`src/rtl/cfgwin_pkg.sv`:
```
package cfgwin_pkg;

    // Decode result held by the control machine
    typedef enum logic [1:0] {
        WIN_OFF   = 2'd0,
        WIN_ON    = 2'd1,
        WIN_FAULT = 2'd2
    } win_st_e;

    localparam int          LEN_CODE_W   = 2;
    localparam int          NUM_LEN_CODE = 3;      // legal size codes
    localparam logic [1:0]  LEN_RSVD     = 2'd3;   // illegal code
    localparam int          REG_BYTES    = 8;
    localparam int          REG_W        = REG_BYTES * 8;

endpackage

```
`src/rtl/cfgwin_bytereg.sv`:
```
module cfgwin_bytereg #(
    parameter int          NBYTES    = 8,
    parameter logic [63:0] RESET_VAL = 64'h0
) (
    input  logic                  clk,
    input  logic                  rst_n,
    input  logic                  wr_en,
    input  logic [NBYTES-1:0]     wr_be,
    input  logic [NBYTES*8-1:0]   wr_data,
    output logic [NBYTES*8-1:0]   q,
    output logic [NBYTES*8-1:0]   merged,
    output logic                  hit
);
    localparam int W = NBYTES * 8;

    logic [W-1:0] rst_val;
    assign rst_val = RESET_VAL[W-1:0];

    assign hit = wr_en && (|wr_be);

    for (genvar b = 0; b < NBYTES; b++) begin : g_byte
        // Value the byte will hold after this edge
        assign merged[b*8 +: 8] = (wr_en && wr_be[b]) ? wr_data[b*8 +: 8]
                                                      : q[b*8 +: 8];

        always_ff @(posedge clk) begin
            if (!rst_n) begin
                q[b*8 +: 8] <= rst_val[b*8 +: 8];
            end else begin
                q[b*8 +: 8] <= merged[b*8 +: 8];
            end
        end
    end

endmodule

```
`src/rtl/cfgwin_field_decode.sv`:
```
module cfgwin_field_decode
    import cfgwin_pkg::*;
#(
    parameter int ADDR_W   = 36,
    parameter int MAX_LOG2 = 28,
    parameter int EN_BIT   = 0,
    parameter int LEN_LSB  = 1
) (
    input  logic [REG_W-1:0]  val,
    output win_st_e           st,
    output logic [ADDR_W-1:0] base,
    output logic [ADDR_W-1:0] len
);
    logic [ADDR_W-1:0] mask_tbl [NUM_LEN_CODE];
    logic [ADDR_W-1:0] size_tbl [NUM_LEN_CODE];

    // Code k halves the window k times and keeps k more base bits
    for (genvar k = 0; k < NUM_LEN_CODE; k++) begin : g_len
        assign mask_tbl[k] = {ADDR_W{1'b1}} << (MAX_LOG2 - k);
        assign size_tbl[k] = {{(ADDR_W-1){1'b0}}, 1'b1} << (MAX_LOG2 - k);
    end

    logic [LEN_CODE_W-1:0] code;
    logic                  enable;
    logic [ADDR_W-1:0]     raw_addr;
    logic                  unused_hi;

    assign code      = val[LEN_LSB +: LEN_CODE_W];
    assign enable    = val[EN_BIT];
    assign raw_addr  = val[ADDR_W-1:0];
    assign unused_hi = ^val[REG_W-1:ADDR_W];

    always_comb begin
        st   = WIN_OFF;
        base = '0;
        len  = '0;
        if (code == LEN_RSVD) begin
            st = WIN_FAULT;
        end else if (enable) begin
            st = WIN_ON;
            for (int k = 0; k < NUM_LEN_CODE; k++) begin
                if (code == LEN_CODE_W'(k)) begin
                    base = raw_addr & mask_tbl[k];
                    len  = size_tbl[k];
                end
            end
        end
    end

endmodule

```
`src/rtl/cfgwin_ctrl_fsm.sv`:
```
module cfgwin_ctrl_fsm
    import cfgwin_pkg::*;
#(
    parameter int          ADDR_W    = 36,
    parameter int          HOLE_W    = 32,
    parameter logic [31:0] APIC_BASE = 32'hFEC0_0000,
    parameter logic [31:0] DEF_HOLE  = 32'hB000_0000
) (
    input  logic              clk,
    input  logic              rst_n,
    input  logic              hit,
    input  win_st_e           nxt_st,
    input  logic [ADDR_W-1:0] nxt_base,
    input  logic [ADDR_W-1:0] nxt_len,
    input  win_st_e           rst_st,
    input  logic [ADDR_W-1:0] rst_base,
    input  logic [ADDR_W-1:0] rst_len,
    output logic              win_en,
    output logic [ADDR_W-1:0] win_base,
    output logic [ADDR_W-1:0] win_len,
    output logic              len_err,
    output logic [HOLE_W-1:0] hole_lo,
    output logic [HOLE_W-1:0] hole_hi
);
    win_st_e           state;
    logic [ADDR_W-1:0] base_q;
    logic [ADDR_W-1:0] len_q;
    logic [ADDR_W-1:0] win_end;

    // State register: reset loads the default decode, a write reloads
    always_ff @(posedge clk) begin
        if (!rst_n) begin
            state  <= rst_st;
            base_q <= rst_base;
            len_q  <= rst_len;
        end else if (hit) begin
            state  <= nxt_st;
            base_q <= nxt_base;
            len_q  <= nxt_len;
        end
    end

    assign win_end = base_q + len_q;
    assign hole_hi = HOLE_W'(APIC_BASE - 32'd1);

    // Output decode per state
    always_comb begin
        win_en   = 1'b0;
        win_base = '0;
        win_len  = '0;
        len_err  = 1'b0;
        hole_lo  = HOLE_W'(DEF_HOLE);
        unique case (state)
            WIN_ON: begin
                win_en   = 1'b1;
                win_base = base_q;
                win_len  = len_q;
                hole_lo  = win_end[HOLE_W-1:0];
            end
            WIN_FAULT: begin
                len_err = 1'b1;
            end
            WIN_OFF: begin
                hole_lo = HOLE_W'(DEF_HOLE);
            end
            default: begin
                hole_lo = HOLE_W'(DEF_HOLE);
            end
        endcase
    end

endmodule

```
`src/rtl/cfgwin_decoder.sv`:
```
module cfgwin_decoder
    import cfgwin_pkg::*;
#(
    parameter int          ADDR_W       = 36,
    parameter int          MAX_LOG2     = 28,
    parameter int          EN_BIT       = 0,
    parameter int          LEN_LSB      = 1,
    parameter logic [63:0] DEFAULT_BASE = 64'h0000_0000_B000_0000,
    parameter logic [31:0] APIC_BASE    = 32'hFEC0_0000
) (
    input  logic              clk,
    input  logic              rst_n,
    input  logic              wr_en,
    input  logic [7:0]        wr_be,
    input  logic [63:0]       wr_data,
    output logic [63:0]       reg_q,
    output logic              win_en,
    output logic [ADDR_W-1:0] win_base,
    output logic [ADDR_W-1:0] win_len,
    output logic              len_err,
    output logic [31:0]       hole_lo,
    output logic [31:0]       hole_hi
);
    localparam logic [31:0] DEF_HOLE = DEFAULT_BASE[31:0] & ~32'h7;

    logic [63:0]       merged;
    logic              hit;
    win_st_e           nxt_st;
    logic [ADDR_W-1:0] nxt_base;
    logic [ADDR_W-1:0] nxt_len;
    win_st_e           rst_st;
    logic [ADDR_W-1:0] rst_base;
    logic [ADDR_W-1:0] rst_len;

    cfgwin_bytereg #(
        .NBYTES    (REG_BYTES),
        .RESET_VAL (DEFAULT_BASE)
    ) reg_i (
        .clk     (clk),
        .rst_n   (rst_n),
        .wr_en   (wr_en),
        .wr_be   (wr_be),
        .wr_data (wr_data),
        .q       (reg_q),
        .merged  (merged),
        .hit     (hit)
    );

    cfgwin_field_decode #(
        .ADDR_W   (ADDR_W),
        .MAX_LOG2 (MAX_LOG2),
        .EN_BIT   (EN_BIT),
        .LEN_LSB  (LEN_LSB)
    ) dec_wr_i (
        .val  (merged),
        .st   (nxt_st),
        .base (nxt_base),
        .len  (nxt_len)
    );

    cfgwin_field_decode #(
        .ADDR_W   (ADDR_W),
        .MAX_LOG2 (MAX_LOG2),
        .EN_BIT   (EN_BIT),
        .LEN_LSB  (LEN_LSB)
    ) dec_rst_i (
        .val  (DEFAULT_BASE),
        .st   (rst_st),
        .base (rst_base),
        .len  (rst_len)
    );

    cfgwin_ctrl_fsm #(
        .ADDR_W    (ADDR_W),
        .HOLE_W    (32),
        .APIC_BASE (APIC_BASE),
        .DEF_HOLE  (DEF_HOLE)
    ) fsm_i (
        .clk      (clk),
        .rst_n    (rst_n),
        .hit      (hit),
        .nxt_st   (nxt_st),
        .nxt_base (nxt_base),
        .nxt_len  (nxt_len),
        .rst_st   (rst_st),
        .rst_base (rst_base),
        .rst_len  (rst_len),
        .win_en   (win_en),
        .win_base (win_base),
        .win_len  (win_len),
        .len_err  (len_err),
        .hole_lo  (hole_lo),
        .hole_hi  (hole_hi)
    );

endmodule

```
`config.mk`:
```
export PLATFORM = sky130hd
export DESIGN_NAME = cfgwin_decoder
export DESIGN_NICKNAME = d
export VERILOG_FILES = /design/src/rtl/cfgwin_pkg.sv /design/src/rtl/cfgwin_bytereg.sv /design/src/rtl/cfgwin_field_decode.sv /design/src/rtl/cfgwin_ctrl_fsm.sv /design/src/rtl/cfgwin_decoder.sv
export SDC_FILE = /design/constraint.sdc
export NUM_CORES = 1
export LEC_CHECK = 0
export BUFFER_PORTS_ARGS = -buffer_cell sky130_fd_sc_hd__clkbuf_2
export CORE_ASPECT_RATIO = 2
export CORE_MARGIN = 5
export CORE_UTILIZATION = 45
export DETAILED_ROUTE_END_ITERATION = 16
export GPL_ROUTABILITY_DRIVEN = 0
export PLACE_DENSITY = 0.72
export RECOVER_POWER = 100
export SYNTH_ARGS = -nofsm -noshare
export SYNTH_HDL_FRONTEND = slang
export SYNTH_HIERARCHICAL = 1
export SYNTH_SLANG_ARGS = --single-unit
```
`constraint.sdc`:
```
create_clock -name clk -period 5 [get_ports clk]
set_input_delay 0 -clock clk [delete_from_list [all_inputs] [get_ports clk]]
set_output_delay 0 -clock clk [all_outputs]
set_load 0.02 [all_outputs]
```
==> flow_summary.yaml <==
run_status:
  status: "finished, violations left"
  violations: "capacitance limit, slew limit"
drt:
  drc: 0
  ant_nets: 0
  dr_total_vias: 8136
  drtIter0Drc: 380
  drt_wl_total_um: 26500
  viasPerCell: 5.04
  firstDrtPassIters: 5
  wl_per_cell_um: 16.4
timing:
  fin_crit_sh: 0.739
  skew_ns: 0.00618
  setup_viol: 0
  slew_violations: 202
  max_slew.worst_pin.slew_ns: 2.05
  fmax_ghz: 0.271
  grt_setup_unrepaired: "false"
  finalHoldViolCount: 0
  period_needed_ns: 3.70
  fin_hold_ws_ns: 0.0287
  fin_tns_setup_ns: 0
  worst_slack_ns: 1.30
  maxSlewHeadroom: -0.366
die:
  die_h_um: 220
  coreArea_sq_um: 21600
  initial_core_util: 0.459
  rows: 76
  die-area_sq_um: 25200
  fp.dieW_um: 115
  io_pins: 277
cts:
  cts_tree: "done"
  cts_sinks: 138
  clockBufferDepth: 2
  cts.reportedPaths.clkPinSlew_ns: 0.06
  clockRootBuffer: "clkbuf_16"
  clock_latency_ns: 0.42
  htree_levels: 4
  cts_buffers: 17
critical_path:
  crit_fanout: 79
  start_kind: "flip-flop"
  cpPeakStageDelay_ns: 1.49
  cp-end-kind: "output pin"
  required_ns: 5.00
  path_class: "reg2out"
  cp_cell_sequence: "nand2b_1, buf_4, inv_1, nand3b_1, o21ai_0, a21oi_1, nand3_1, clkbuf_1"
  critPathBufInv: 3
  cp_data_arrival_time_ns: 3.70
  crit_slowest_cell: "inv_1"
  crit_family: "buffers and inverters"
global_routing:
  gr-total-overflow: 0
  grt_max_degree: 83
  grt_usage: 0.208
  grt_pass1_vias: 8163
  grt_antenna_before_repair: 0
  grt_pass1_wl_um: 41300
pwr:
  p_per_area_nw_per_um2: 318
  intPower_mw: 2.46
  switching_share: 0.338
  sequentialPowerShare: 0.362
  p_leak_nw: 5.16
  p_clk_frac: 0.339
  p_sw_mw: 1.26
  ir_drop_mv: 0.305
  power_frac_comb: 0.299
finish:
  layoutNonFillerInstCount: 1614
  n_antenna_cell: 0
  area_growth_pct: 18.0
  final_cell_area_sq_um: 11700
  fillers: 1991
  finalNetCount: 1435
  drive_gt1_frac: 0.239
placement:
  dp_hpwl_um: 19100
  port-buffer-count: 244
  dp_slack_ns: 2.24
  place_area_sq_um: 10600
  placed_cells_incl_taps: 1518
run:
  maxCapViolations: 3
synth:
  ys.warnings.count: 6
  syn_area_sq_um: 9900
  syn-instance-count: 1044
  avgSynthCellArea_sq_um: 9.48
min_path:
  hold_class: "in2reg"
layout make-up:
type / count / area (sq um) / share of cell area
Multi-Input combinational cell: 849 / 5460 / 0.467
Inverter: 10 / 37.5 / 0.00321
Clock buffer: 20 / 448 / 0.0384
Tap cell: 273 / 342 / 0.0292
Sequential cell: 138 / 3500 / 0.300
Clock inverter: 12 / 135 / 0.0116
Timing Repair Buffer: 312 / 1760 / 0.151
state kept, by name (all words and copies together) (netlist names):
name,flops
reg_i/q,64
fsm_i/len_q,36
fsm_i/state,2
fsm_i/base_q,36
cell usage in the layout, fill, tap and decap left out, types with 6 or more instances in the layout:
master,count
and3_1,22
a21bo_2,61
a21o_1,15
nand3_1,74
clkbuf_2,135
nor3_1,14
clkbuf_1,110
o21a_1,10
nor2_1,39
dlygate4sd3_1,64
a211oi_1,7
a21oi_1,93
edfxtp_1,74
conb_1,174
o21bai_1,6
nand2_1,38
dfxtp_1,64
nand4_1,7
ha_1,31
inv_1,9
and2_0,54
xor2_1,15
o21ai_0,25
clkbuf_16,17
and2_1,26
mux2_2,73
final timing paths:
kind         slack [ns]               end  depth (start not counted)            from
max reg2reg        3.24  fsm_i/base_q[30]                          5      reg_i/q[2]
min                0.03       reg_i/q[25]                          3        wr_be[3]
min reg2reg        0.50       reg_i/q[29]                          1     reg_i/q[29]
max                1.30       hole_lo[30]                          8  fsm_i/state[1]
per-stage QoR:
step | total power, mW | util
finish | 3.72 | 0.541
global route | 3.92 | 0.541
CTS | 3.77 | 0.549
detailed placement | 2.45 | 0.493
global placement | 2.44 | 0.493
floorplan | 2.24 | -
routing by layer:
layer	track usage	wire length, um
met5	0	0
met1	0.204	9030
met3	0.0561	2120
met4	0.0967	949
met2	0.395	14400
worst reg2reg max path: cells and delay by family, from the launching register on:
| kind | cells | cell delay, ns |
|---|---|---|
| DFF | 1 | 0.33 |
| AOI/OAI and AO/OA | 1 | 0.23 |
| muxes | 1 | 0.31 |
| and+or+nand+nor | 3 | 0.63 |
power groups by stage:
stage / Sequential, mW / Combinational, mW / Clock, mW
after global placement: 1.37 / 1.07 / 0
after detailed placement: 1.37 / 1.08 / 0
final: 1.35 / 1.11 / 1.26
after global routing: 1.36 / 1.22 / 1.34
after CTS: 1.35 / 1.12 / 1.30
after floorplan: 1.38 / 0.859 / 0
timing repair:
item / 4_1_cts / 5_1_grt
endpoints found under the hold margin: 64 / 0
hold buffers: 64 / 0
resized for setup: 0 / 0
setup buffers: 0 / 0
Power figures use the tool's default switching activity.
